<file path="src/rtl/mvic_pkg.sv">
package mvic_pkg;
    localparam int ADDR_W       = 8;
    localparam int DATA_W       = 16;
    localparam int LVL_W        = 3;
    localparam int IDX_W        = 5;
    localparam int VEC_W        = 8;
    localparam int OFF_LVL0     = 'h88;
    localparam int OFF_MASK     = 'h94;
    localparam int OFF_BASE     = 'h9A;
    localparam int TMR_MASK_LSB = 8;

    typedef logic [LVL_W-1:0] lvl_t;

    typedef struct packed {
        logic             valid;
        lvl_t             lvl;
        logic [IDX_W-1:0] idx;
    } win_t;

    function automatic logic [VEC_W-1:0] make_vec(input logic [VEC_W-1:0] base,
                                                  input logic [IDX_W-1:0] idx);
        return {base[VEC_W-1:IDX_W], idx};
    endfunction
endpackage

</file>
<file path="src/rtl/mvic_regs.sv">
module mvic_regs
    import mvic_pkg::*;
#(
    parameter int N_EXT = 3,
    parameter int N_TMR = 3,
    localparam int N_SRC = N_EXT + N_TMR
) (
    input  logic                         clk,
    input  logic                         rst,
    input  logic                         we,
    input  logic [ADDR_W-1:0]            addr,
    input  logic [DATA_W-1:0]            wdata,
    output logic [DATA_W-1:0]            rdata,
    output logic [N_SRC-1:0]             src_mask,
    output logic [N_SRC-1:0][LVL_W-1:0]  src_lvl,
    output logic [VEC_W-1:0]             base
);
    logic [N_SRC-1:0][LVL_W-1:0] lvl_q;
    logic [N_EXT-1:0]            mask_ext_q;
    logic [N_TMR-1:0]            mask_tmr_q;
    logic [VEC_W-1:0]            base_q;

    always_ff @(posedge clk) begin
        if (rst) begin
            lvl_q      <= '0;
            mask_ext_q <= '1;
            mask_tmr_q <= '1;
            base_q     <= '0;
        end else if (we) begin
            for (int i = 0; i < N_SRC; i++) begin
                if (addr == ADDR_W'(OFF_LVL0 + 2 * i)) lvl_q[i] <= wdata[LVL_W-1:0];
            end
            if (addr == ADDR_W'(OFF_MASK)) begin
                mask_ext_q <= wdata[N_EXT-1:0];
                mask_tmr_q <= wdata[TMR_MASK_LSB +: N_TMR];
            end
            if (addr == ADDR_W'(OFF_BASE)) base_q <= wdata[VEC_W-1:0];
        end
    end

    always_comb begin
        rdata = '0;
        for (int i = 0; i < N_SRC; i++) begin
            if (addr == ADDR_W'(OFF_LVL0 + 2 * i)) rdata[LVL_W-1:0] = lvl_q[i];
        end
        if (addr == ADDR_W'(OFF_MASK)) begin
            rdata[N_EXT-1:0]            = mask_ext_q;
            rdata[TMR_MASK_LSB +: N_TMR] = mask_tmr_q;
        end
        if (addr == ADDR_W'(OFF_BASE)) rdata[VEC_W-1:0] = base_q;
    end

    assign src_mask = {mask_tmr_q, mask_ext_q};
    assign src_lvl  = lvl_q;
    assign base     = base_q;

    // reset leaves every source masked
    p_reset_masked_r1: assert property (@(posedge clk) disable iff (rst)
        $past(rst) |-> (&src_mask));

    // a mask write lands in the proper bit positions
    p_mask_write_r4: assert property (@(posedge clk) disable iff (rst)
        (we && addr == ADDR_W'(OFF_MASK)) |=>
        (src_mask == {$past(wdata[TMR_MASK_LSB +: N_TMR]), $past(wdata[N_EXT-1:0])}));
endmodule

</file>
<file path="src/rtl/mvic_pend.sv">
module mvic_pend
    import mvic_pkg::*;
#(
    parameter int N_EXT = 3,
    parameter int N_TMR = 3,
    localparam int N_SRC = N_EXT + N_TMR
) (
    input  logic             clk,
    input  logic             rst,
    input  logic [N_EXT-1:0] ext_irq,
    input  logic [N_TMR-1:0] tmr_pulse,
    input  logic [N_SRC-1:0] ack_clr,
    output logic [N_SRC-1:0] pend
);
    logic [N_EXT-1:0] ext_prev;
    logic [N_SRC-1:0] set_ev;

    assign set_ev = {tmr_pulse, ext_irq & ~ext_prev};

    always_ff @(posedge clk) begin
        if (rst) begin
            ext_prev <= '0;
            pend     <= '0;
        end else begin
            ext_prev <= ext_irq;
            pend     <= (pend & ~ack_clr) | set_ev;
        end
    end

    generate
        for (genvar i = 0; i < N_EXT; i++) begin : g_ext_chk
            // a rising line is latched
            p_ext_latch_r2: assert property (@(posedge clk) disable iff (rst)
                $rose(ext_irq[i]) |=> pend[i]);
        end
        for (genvar j = 0; j < N_TMR; j++) begin : g_tmr_chk
            // a timer pulse is latched
            p_tmr_latch_r3: assert property (@(posedge clk) disable iff (rst)
                tmr_pulse[j] |=> pend[N_EXT + j]);
        end
        for (genvar k = 0; k < N_SRC; k++) begin : g_ack_chk
            // an acknowledged flag clears when no new event arrives
            p_ack_clears_r9: assert property (@(posedge clk) disable iff (rst)
                (ack_clr[k] && !set_ev[k]) |=> !pend[k]);
            // a coinciding event keeps the flag set
            p_set_wins_r10: assert property (@(posedge clk) disable iff (rst)
                (ack_clr[k] && set_ev[k]) |=> pend[k]);
        end
    endgenerate
endmodule

</file>
<file path="src/rtl/mvic_arb.sv">
module mvic_arb
    import mvic_pkg::*;
#(
    parameter int N_SRC = 6
) (
    input  logic [N_SRC-1:0]            pend,
    input  logic [N_SRC-1:0]            src_mask,
    input  logic [N_SRC-1:0][LVL_W-1:0] src_lvl,
    output win_t                        win
);
    always_comb begin
        win = '0;
        for (int i = 0; i < N_SRC; i++) begin
            if (pend[i] && !src_mask[i] && (src_lvl[i] > win.lvl)) begin
                win.valid = 1'b1;
                win.lvl   = src_lvl[i];
                win.idx   = IDX_W'(i);
            end
        end
    end
endmodule

</file>
<file path="src/rtl/mvic_top.sv">
module mvic_top
    import mvic_pkg::*;
#(
    parameter int N_EXT = 3,
    parameter int N_TMR = 3
) (
    input  logic              clk,
    input  logic              rst,
    input  logic [N_EXT-1:0]  ext_irq,
    input  logic [N_TMR-1:0]  tmr_pulse,
    input  logic              reg_we,
    input  logic [ADDR_W-1:0] reg_addr,
    input  logic [DATA_W-1:0] reg_wdata,
    output logic [DATA_W-1:0] reg_rdata,
    output logic [LVL_W-1:0]  ipl,
    input  logic              iack,
    output logic [VEC_W-1:0]  iack_vec
);
    localparam int N_SRC = N_EXT + N_TMR;

    logic [N_SRC-1:0]            src_mask;
    logic [N_SRC-1:0][LVL_W-1:0] src_lvl;
    logic [VEC_W-1:0]            base;
    logic [N_SRC-1:0]            pend;
    logic [N_SRC-1:0]            ack_clr;
    win_t                        win;

    mvic_regs #(.N_EXT(N_EXT), .N_TMR(N_TMR)) u_regs (
        .clk(clk), .rst(rst), .we(reg_we), .addr(reg_addr), .wdata(reg_wdata),
        .rdata(reg_rdata), .src_mask(src_mask), .src_lvl(src_lvl), .base(base)
    );

    mvic_pend #(.N_EXT(N_EXT), .N_TMR(N_TMR)) u_pend (
        .clk(clk), .rst(rst), .ext_irq(ext_irq), .tmr_pulse(tmr_pulse),
        .ack_clr(ack_clr), .pend(pend)
    );

    mvic_arb #(.N_SRC(N_SRC)) u_arb (
        .pend(pend), .src_mask(src_mask), .src_lvl(src_lvl), .win(win)
    );

    always_comb begin
        for (int i = 0; i < N_SRC; i++) begin
            ack_clr[i] = iack && win.valid && (win.idx == IDX_W'(i));
        end
    end

    assign ipl      = win.lvl;
    assign iack_vec = win.valid ? make_vec(base, win.idx) : '0;

    // with nothing pending the level output is idle
    p_idle_ipl_r6: assert property (@(posedge clk) disable iff (rst)
        (pend == '0) |-> (ipl == '0));

    // the vector carries the base register's upper bits while requesting
    p_vec_base_r8: assert property (@(posedge clk) disable iff (rst)
        (ipl != '0) |-> (iack_vec[VEC_W-1:IDX_W] == base[VEC_W-1:IDX_W]));

    // only one flag is cleared per acknowledge
    p_one_clear_r9: assert property (@(posedge clk) disable iff (rst)
        $onehot0(ack_clr));
endmodule

</file>
<file path="config.mk">
export PLATFORM = sky130hd
export DESIGN_NAME = mvic_top
export DESIGN_NICKNAME = d
export VERILOG_FILES = /design/src/rtl/mvic_pkg.sv /design/src/rtl/mvic_regs.sv /design/src/rtl/mvic_pend.sv /design/src/rtl/mvic_arb.sv /design/src/rtl/mvic_top.sv
export SDC_FILE = /design/constraint.sdc
export NUM_CORES = 1
export LEC_CHECK = 0
export BUFFER_PORTS_ARGS = -buffer_cell sky130_fd_sc_hd__buf_4
export CAP_MARGIN = 20
export CORE_ASPECT_RATIO = 0.5
export CORE_MARGIN = 4
export CORE_UTILIZATION = 35
export DETAILED_ROUTE_END_ITERATION = 16
export PLACE_DENSITY_LB_ADDON = 0.2
export SLEW_MARGIN = 15
export SYNTH_ARGS = -nofsm -noshare
export SYNTH_HDL_FRONTEND = slang
export SYNTH_SLANG_ARGS = --single-unit
</file>
<file path="constraint.sdc">
create_clock -name clk -period 10.9 [get_ports clk]
set_clock_uncertainty 0.2 [all_clocks]
set_input_delay 1.09 -clock clk [delete_from_list [all_inputs] [get_ports clk]]
set_output_delay 1.09 -clock clk [all_outputs]
set_load 0.005 [all_outputs]
</file>
Yosys cells after proc, flatten, opt, wreduce, memory -nomap -nowiden:

Index checks and enable logic that the tools add are counted.

* logic and storage cells: 85
* bits of input ports: 34
* output and inout bits: 27
* register bits: 41

* eq/ne operators: 13
* magnitude comparators: 6
* reductions and logical operators: 34
* muxes and demuxes: 16
* bitwise logic cells: 5

Operators with widths (number)
* 8-bit equality test, second input constant: 8
* 9-bit two-way mux: 6
* 3-bit two-way mux: 8
* 1-bit logical AND: 19
* 8-bit two-way mux: 2
* 2-bit AND reduction: 8
* 3-bit greater-than comparator: 5
* 5-bit by 2-bit equality test with 1-bit output, second input constant: 2
* 5-bit by 3-bit equality test with 1-bit output, second input constant: 2
* 6-bit AND: 1
* 1-bit logical NOT: 6
* 6-bit NOT: 1
* 6-bit OR: 1
* 5-bit by 1-bit equality test with 1-bit output, second input constant: 1
* 5-bit logical NOT: 1
* 3-bit AND: 1
* 3-bit by 1-bit greater-than comparator with 1-bit output, second input constant: 1
* 3-bit NOT: 1

Depth between registers and ports, before layout:

Gate-level depths: netlist (run 1).

* depth after elaboration: 24
* depth in mapped cells: 35
* mapped depth without buffers: 35

By module:

A second synthesis (run 1) with hierarchy kept.

* cell total of the unflattened synthesis: 333
* area total of the unflattened synthesis: 2914.0 µm²

By module, submodules not included
* mvic_regs: instances 1, area an instance 1665.3 µm², cells an instance 178, seq. area each 640.6 µm²
* mvic_arb: instances 1, area an instance 735.7 µm², cells an instance 105, seq. area each 0.0 µm²
* mvic_pend: instances 1, area an instance 387.9 µm², cells an instance 31, seq. area each 180.2 µm²
* mvic_top: instances 1, area an instance 125.1 µm², cells an instance 19, seq. area each 0.0 µm²

Least setup slack after synthesis (run 1):

No wires, ideal clock.

* path kind: register to output
* from: reg u_regs.mask_ext_q[0]
* to: out iack_vec[5]
* cell stages (with the launch flop): 35
* buffers on the path: 0
* arrival time: 7.526 ns
* setup slack: 2.084 ns
* required time: 9.610 ns
* cell sequence: dfxtp_1 nand3b_1 ha_1 nor2_1 a31o_1 nor2_1 mux2_2 ha_1 nor3b_1 nand4b_1 o311a_1 a32o_2 mux2_4 ha_1 nor3b_1 nand2_1 o211ai_4 mux2i_1 inv_1 ha_1 nand2_1 o21ai_0 maj3_2 or2_4 o221ai_1 and2_1 ha_1 nor2b_1 o21a_1 o2111ai_1 inv_1 nor2_2 clkinv_2 or3_4 o21a_1

* cells in the longest elaborated chain, start to end: 20

Ends and longest elaborated chain
* start, declared: RTL line mvic_regs.sv:19 `logic [N_EXT-1:0] mask_ext_q;`
* start signal, assigned: RTL line mvic_regs.sv:34 `mask_ext_q <= wdata[N_EXT-1:0];`
* 1-bit logical NOT (*): RTL line mvic_arb.sv:14 `if (pend[i] && !src_mask[i] && (src_lvl[i] > win.lvl)) begin`
* 1-bit logical AND (*) (2 in a row): RTL line mvic_arb.sv:14
* 9-bit two-way mux (*): RTL line mvic_arb.sv:14
* 3-bit greater-than comparator: RTL line mvic_arb.sv:14
* 1-bit logical AND: RTL line mvic_arb.sv:14
* 9-bit two-way mux (*): RTL line mvic_arb.sv:14
* 3-bit greater-than comparator: RTL line mvic_arb.sv:14
* 1-bit logical AND: RTL line mvic_arb.sv:14
* [... 3 more ...]
* 9-bit two-way mux (*): RTL line mvic_arb.sv:14
* 3-bit greater-than comparator: RTL line mvic_arb.sv:14
* 1-bit logical AND: RTL line mvic_arb.sv:14
* 9-bit two-way mux (*): RTL line mvic_arb.sv:14
* 3-bit greater-than comparator: RTL line mvic_arb.sv:14
* 1-bit logical AND: RTL line mvic_arb.sv:14
* 9-bit two-way mux (*): RTL line mvic_arb.sv:14
* 8-bit two-way mux (*): RTL line mvic_top.sv:49 `assign iack_vec = win.valid ? make_vec(base, win.idx) : '0;`
* end, declared: RTL line mvic_top.sv:17 `output logic [VEC_W-1:0] iack_vec`

Every way passes the cells marked *; elsewhere a longest branch is shown, timed or not.

Worst setup path after layout (run 1):

* from: reg u_regs.mask_ext_q[0]
* to: out iack_vec[6]

Same word-level chain as after synthesis.

==> results of run 1 <==
-- metrics by stage --
step                      util (%)  total power [mW]  hold slack (ns)  std cells  instance area [µm²]
after floorplan                  -            0.1683           0.2317        331                 2658
after global placement       41.95            0.1789           0.2378        462                 3072
after detailed placement     41.95            0.1794           0.2494        462                 3072
after CTS                    44.29            0.3510           0.2579        470                 3243
after global routing         44.33            0.3605           0.2854        470                 3246
final                        44.33            0.3486           0.2526        470                 3246
-- state kept, by name (all words and copies together) (netlist names) --
signal and count:
u_pend.ext_prev 3, u_regs.base 8, u_regs.src_lvl 18, u_regs.mask_ext_q 3, u_regs.mask_tmr_q 3, u_pend.pend 6
-- area by class of cell --
cell class / count / area [µm²] / area share [%]
clock buffers: 5 / 125.1 / 3.855
clock inverters: 3 / 46.29 / 1.426
inverters: 16 / 61.31 / 1.889
multi-input cells: 257 / 1682 / 51.81
flip-flops and latches: 41 / 820.8 / 25.29
well taps: 96 / 120.1 / 3.701
repair buffers: 52 / 390.4 / 12.03
-- kinds of logic after synthesis --
family | count (synthesis) | share of synthesized area (%)
multiplexers | 12 | 4.796
buffers and inverters | 33 | 5.982
AND/OR/NAND/NOR | 149 | 30.29
flip-flops | 41 | 31.15
AO/OA/AOI/OAI | 78 | 22.46
adder cells (fa/ha/maj) | 11 | 5.176
other | 1 | 0.1423
-- Yosys cell counts, types with 3 or more instances --
library cell | count | share of area, %
a221oi_1 | 4 | 1.3
mux2i_1 | 10 | 3.8
nor2_1 | 20 | 2.8
buf_4 | 7 | 2.0
o21ai_0 | 3 | 0.57
a222oi_1 | 3 | 1.1
dfxtp_1 | 41 | 31
and3_1 | 7 | 1.7
and2_1 | 13 | 3.1
nand2b_1 | 4 | 0.95
a211o_1 | 6 | 2.0
nor2b_1 | 5 | 1.2
a21oi_1 | 31 | 5.9
nand3b_1 | 5 | 1.4
o21a_1 | 4 | 1.1
nor3_1 | 7 | 1.3
ha_1 | 10 | 4.7
nor3b_1 | 6 | 1.7
clkbuf_1 | 9 | 1.3
nand3_1 | 26 | 4.9
o41ai_1 | 3 | 1.0
inv_1 | 15 | 2.1
nand2_1 | 39 | 5.6
-- how the worst max path moves through the flow --
| stage | endpoint | cells past startpoint | from | slack [ns] |
|---|---|---|---|---|
| 2_1_floorplan | iack_vec[5] | 34 | u_regs.mask_ext_q[0]$_SDFFE_PP1P_ | 2.08 |
| 3_3_place_gp | iack_vec[6] | 35 | u_pend.pend[0]$_SDFF_PP0_ | 1.19 |
| 3_5_place_dp | iack_vec[6] | 35 | u_regs.mask_ext_q[0]$_SDFFE_PP1P_ | 1.05 |
| 4_1_cts | iack_vec[6] | 35 | u_regs.mask_ext_q[0]$_SDFFE_PP1P_ | 0.71 |
| 5_1_grt | iack_vec[6] | 35 | u_pend.pend[0]$_SDFF_PP0_ | 0.08 |
| 6_report | iack_vec[6] | 35 | u_regs.mask_ext_q[0]$_SDFFE_PP1P_ | 0.81 |
-- critical path, delay by kind of cell, from the launching register on --
family | cells | cell delay, ns
AND/OR/NAND/NOR | 13 | 2.94
AO/OA/AOI/OAI | 9 | 1.78
adder cells (fa/ha/maj) | 6 | 1.77
multiplexers | 3 | 1.17
buffers and inverters | 4 | 0.47
flip-flops | 1 | 0.37
-- metal layers --
| metal | part of all wire (%) | track usage, % | vias to the layer above |
|---|---|---|---|
| li1 | - | - | 1263 |
| met1 | 50 | 24.49 | 1203 |
| met2 | 45 | 24.79 | 61 |
| met3 | 5.0 | 4.154 | 4 |
| met4 | 0.58 | 3.421 | 0 |
| met5 | 0 | 0 | - |
-- where the power goes --
group	leakage, nW	switching, mW	internal (mW)	total (mW)
registers	0.333	0.00165	0.152	0.154
clock network	0.0800	0.0639	0.108	0.172
logic	0.851	0.0122	0.0102	0.0224
-- timing repair --
item                                   CTS  global route
endpoints found under the hold margin    0             0
setup endpoints to repair                0             3
resized for setup                        0             1
==> reports/results.ini, run 1 <==
[synthesis]
synth-edff-count=0
synthCells=325
synth_flop_cell=dfxtp_1
ys_seq_area_share_pct=31.15
async_flop_share_pct=0
ys_ff_latch=41
yosys_warnings=0
synth_cell_types=64
syn_avg_cell_area_um2=8.108
synth_area_um2=2635

[sta]
timing.final.crit_share_pct=92.53
worst_slack_ns=0.8148
setup_viol=0
slew_headroom_pct=30.78
finalHoldViolCount=0
max_freq_ghz=0.09915
drv_slew=0
rsz0062_at_grt=false
fin_setup_tns_ns=0
fin_crit_ns=10.09
tightest_slew_ns=1.029

[clocking]
cts-root-buf=clkbuf_16
ctsHtreeMaxLevel=2
postCtsHoldBufs=0
clockBufferDepth=2
numCtsBuffers=5
clkTransAtPathRegs_ns=0.07
cts_setup_buffers=0
cts_tree=built
cts.sinks=41
clk-insertion-delay-late_ns=0.29

[routing]
drt-initial-drc-count=261
antenna_left=0
wl_per_cell_um=16.09
routed_wl_um=7562
vias=2531
route.detailed.drc=0
via_per_inst=5.385
dr.pass1.iters=4

[worst_setup_path]
rrSetupSlack_ns=2.42
endpoint_kind=output port
r2r-start=u_regs.mask_ext_q[0]$_SDFFE_PP1P_
r2r_end=u_pend.pend[2]$_SDFF_PP0_
crit_top_cell=ha_1
rr_worst_depth=34
cp_data_required_time_ns=9.61
slowest_stage=mux2i_1
cp_slowest_stage_delay_ns=0.44
crit_fanout=8
critPathLaunchType=register
setup.worst_path.class=reg2out
cp.arrival_ns=8.80

[layout]
area_growth_pct=23.17
nNetsFinal=417
fillCellCount=748
layout_commonest_cell=buf_4
layout_common_cells=buf_4 (52), dfxtp_1 (41), nand2_1 (39)
diodes=0
drive_above_1_share_pct=22.46

[worst_hold_path]
hold_end=u_regs.base[3]$_SDFFE_PP0P_
hold_path.class=reg2reg
hold_path_depth=2
min_from=u_regs.base[3]$_SDFFE_PP0P_

[floorplanning]
die_area_um2=9065
die_w_um=130.7
core_area_um2=7322
start_util_pct=35.99
die_h_um=69.36
core.rowCount=22
io-pin-count=61

[place]
io_buffers=48
dp_worst_setup_slack_ns=1.050
post-dp-hpwl_um=5718
gp_congestion=0.8534

[grt]
antenna_found_initial=0
grt_first_pass_wirelength_um=12070
track_usage_pct=16.74
grt_max_degree=42
grt_overflow=0
first_global_vias=2353

[run]
maxCapViolations=0

[run_status]
status=completed

[power]
ir_worst_vdd_v=0.00006140
power_density_nw_per_um2=107.4
leakage_nw=1.264

Note: power is estimated with default switching activity, not from simulation.
==> run 2, diff against run 1 <==
BUFFER_PORTS_ARGS = -buffer_cell sky130_fd_sc_hd__buf_2   (was -buffer_cell sky130_fd_sc_hd__buf_4)
CAP_MARGIN = 10   (was 20)
==> run 2 against run 1 <==
Against the previous run: sequential power hardly changed; non-clock buffer count is 1 lower; die area stayed put; critical path type unchanged; critical endpoint unchanged.
==> reports/results.ini, run 2 (synthesis gave the netlist of run 1 again) <==
[routing]
route.detailed.drc=0  ; unchanged
routed_wl_um=7401  ; -2.1%
via_per_inst=5.354  ; -0.58%
drt-initial-drc-count=248  ; -5.0%
antenna_left=0  ; unchanged
wl_per_cell_um=15.78  ; -1.9%
vias=2511  ; -0.79%
dr.pass1.iters=5  ; +1

[grt]
grt_first_pass_wirelength_um=11620  ; -3.7%
antenna_found_initial=0  ; unchanged
grt_overflow=0  ; unchanged
grt_max_degree=42  ; unchanged
track_usage_pct=16.32  ; -0.41 points
first_global_vias=2312  ; -1.7%

[clocking]
cts-root-buf=clkbuf_16
numCtsBuffers=5  ; unchanged
clkTransAtPathRegs_ns=0.07  ; about the same
ctsHtreeMaxLevel=2  ; unchanged
cts_tree=built
clockBufferDepth=2  ; unchanged
cts_setup_buffers=0  ; unchanged
clk-insertion-delay-late_ns=0.29  ; about the same
cts.sinks=41  ; unchanged
postCtsHoldBufs=0  ; unchanged

[worst_setup_path]
r2r-start=u_pend.pend[0]$_SDFF_PP0_
rr_worst_depth=35  ; +2.9%
rrSetupSlack_ns=2.34  ; -0.08 ns
crit_top_cell=ha_1
startpoint=u_pend.pend[0]$_SDFF_PP0_
cp_slowest_stage_delay_ns=0.43  ; about the same
r2r_end=u_pend.pend[2]$_SDFF_PP0_
cp_data_required_time_ns=9.61  ; about the same
crit_path_end=iack_vec[6]
endpoint_kind=output port
setup.worst_path.class=reg2out
cp.arrival_ns=8.82  ; +0.02 ns
critPathLaunchType=register
crit_fanout=8  ; unchanged
slowest_stage=mux2i_1

[sta]
tightest_slew_ns=0.9691  ; -0.05982 ns
drv_slew=0  ; unchanged
fin_setup_tns_ns=0  ; unchanged
finalHoldViolCount=0  ; unchanged
fin_crit_ns=10.11  ; +0.02786 ns
slew_headroom_pct=34.80  ; +4.0 points
timing.final.crit_share_pct=92.78  ; +0.26 points
max_freq_ghz=0.09888  ; -0.28%
setup_viol=0  ; unchanged
rsz0062_at_grt=false

[floorplanning]
die_h_um=69.36  ; unchanged
die_w_um=130.7  ; unchanged
start_util_pct=35.99  ; unchanged
core.rowCount=22  ; unchanged
die_area_um2=9065  ; unchanged
io-pin-count=61  ; unchanged
core_area_um2=7322  ; unchanged

[power]
power_density_nw_per_um2=106.1  ; -1.2%
ir_worst_vdd_v=0.00005702  ; -7.1%
internal_power_mw=0.2476  ; -8.6%
power_frac_seq_pct=46.7  ; +2.6 points
leakage_nw=1.234  ; -2.4%
clkPwrFrac_pct=47.3  ; -2.1 points
power.switching_mw=0.08192  ; +5.3%
combPwrFrac_pct=6.0  ; -0.4 points
p_sw_share_pct=24.86  ; +2.5 points

[layout]
largest_register_ffs=18  ; unchanged
layout_common_cells=buf_2 (48), dfxtp_1 (41), nand2_1 (39)
layout_commonest_cell=buf_2
drive_above_1_share_pct=22.52  ; +0.060 points
nNetsFinal=416  ; -0.24%
final_area_um2=3105  ; -4.3%
diodes=0  ; unchanged
area_growth_pct=17.85

[run_status]
status=completed

[run]
maxCapViolations=0  ; unchanged

[worst_hold_path]
hold_path.class=reg2reg

[place]
post-dp-hpwl_um=5686  ; -0.57%
place_area_um2=2944  ; -4.2%
gp_congestion=0.8479  ; -0.64%
io_buffers=48  ; unchanged

[run 2: changes by cell type in the layout (fill, tap and decap cells not counted)]
cell        before  now
buf_2            0   48
buf_4           52    3
bufinv_16        1    0
clkinv_4         1    0
clkinvlp_4       1    0
inv_6            0    2
inv_8            0    1
nor3_1           7    6
nor3_2           0    1
[run 2: per-stage QoR]
step	total power [mW]	utilization (%)	hold WS [ns]	setup slack (ns)	std cells
after global routing	0.3411	42.41	0.2821	0.06638	469
after CTS	0.3317	42.31	0.2622	0.6271	469
after global placement	0.1760	40.21	0.2378	1.107	461
after detailed placement	0.1765	40.21	0.2526	0.9718	461
final	0.3295	42.41	0.2565	0.7869	469
after floorplan	0.1683	-	0.2317	2.084	331
[run 2: repair_timing]
action,CTS,global route
endpoints found under the hold margin,0,0
endpoints found under the setup margin,0,3
gates resized for setup,0,1
[run 2: worst min path at each step]
stage                                           start                          end  slack (ns)  depth (start not counted)
after detailed placement  u_regs.base[1]$_SDFFE_PP0P_  u_regs.base[1]$_SDFFE_PP0P_        0.25                          2
after global placement    u_regs.base[3]$_SDFFE_PP0P_  u_regs.base[3]$_SDFFE_PP0P_        0.24                          2
after floorplan           u_regs.base[3]$_SDFFE_PP0P_  u_regs.base[3]$_SDFFE_PP0P_        0.23                          2
after global routing      u_regs.base[4]$_SDFFE_PP0P_  u_regs.base[4]$_SDFFE_PP0P_        0.28                          2
after CTS                 u_regs.base[1]$_SDFFE_PP0P_  u_regs.base[1]$_SDFFE_PP0P_        0.26                          2
final                     u_regs.base[3]$_SDFFE_PP0P_  u_regs.base[3]$_SDFFE_PP0P_        0.26                          2
[run 2: power by group through the flow]
stage	Clock (mW)	Sequential, mW	Combinational (mW)
final	0.156	0.154	0.0197
after global routing	0.165	0.154	0.0218
after CTS	0.159	0.154	0.0194
after floorplan	0	0.157	0.0117
after detailed placement	0	0.157	0.0193
after global placement	0	0.157	0.0189
[run 2: per-layer routing]
layer	part of all wire (%)	global-route usage, %
met5	0	0
met4	1.5	5.587
met3	4.9	3.077
met2	44	23.94
met1	49	23.75
[run 2: area by class of cell]
class | count | area [µm²]
repair buffers | 51 | 262.8
well taps | 96 | 120.1
clock inverters | 3 | 28.78
clock buffers | 5 | 125.1
inverters | 16 | 61.31
fillers | 765 | 4217
multi-input cells | 257 | 1687
flip-flops and latches | 41 | 820.8
[run 2: worst max-delay path, delay by kind of cell, from the launching register on]
| kind | cells | cell delay, ns |
|---|---|---|
| and+or+nand+nor | 12 | 2.87 |
| AOI/OAI and AO/OA | 9 | 1.73 |
| adders and majority gates | 6 | 1.69 |
| muxes | 3 | 1.15 |
| buffers and inverters | 6 | 0.68 |
| DFF | 1 | 0.39 |
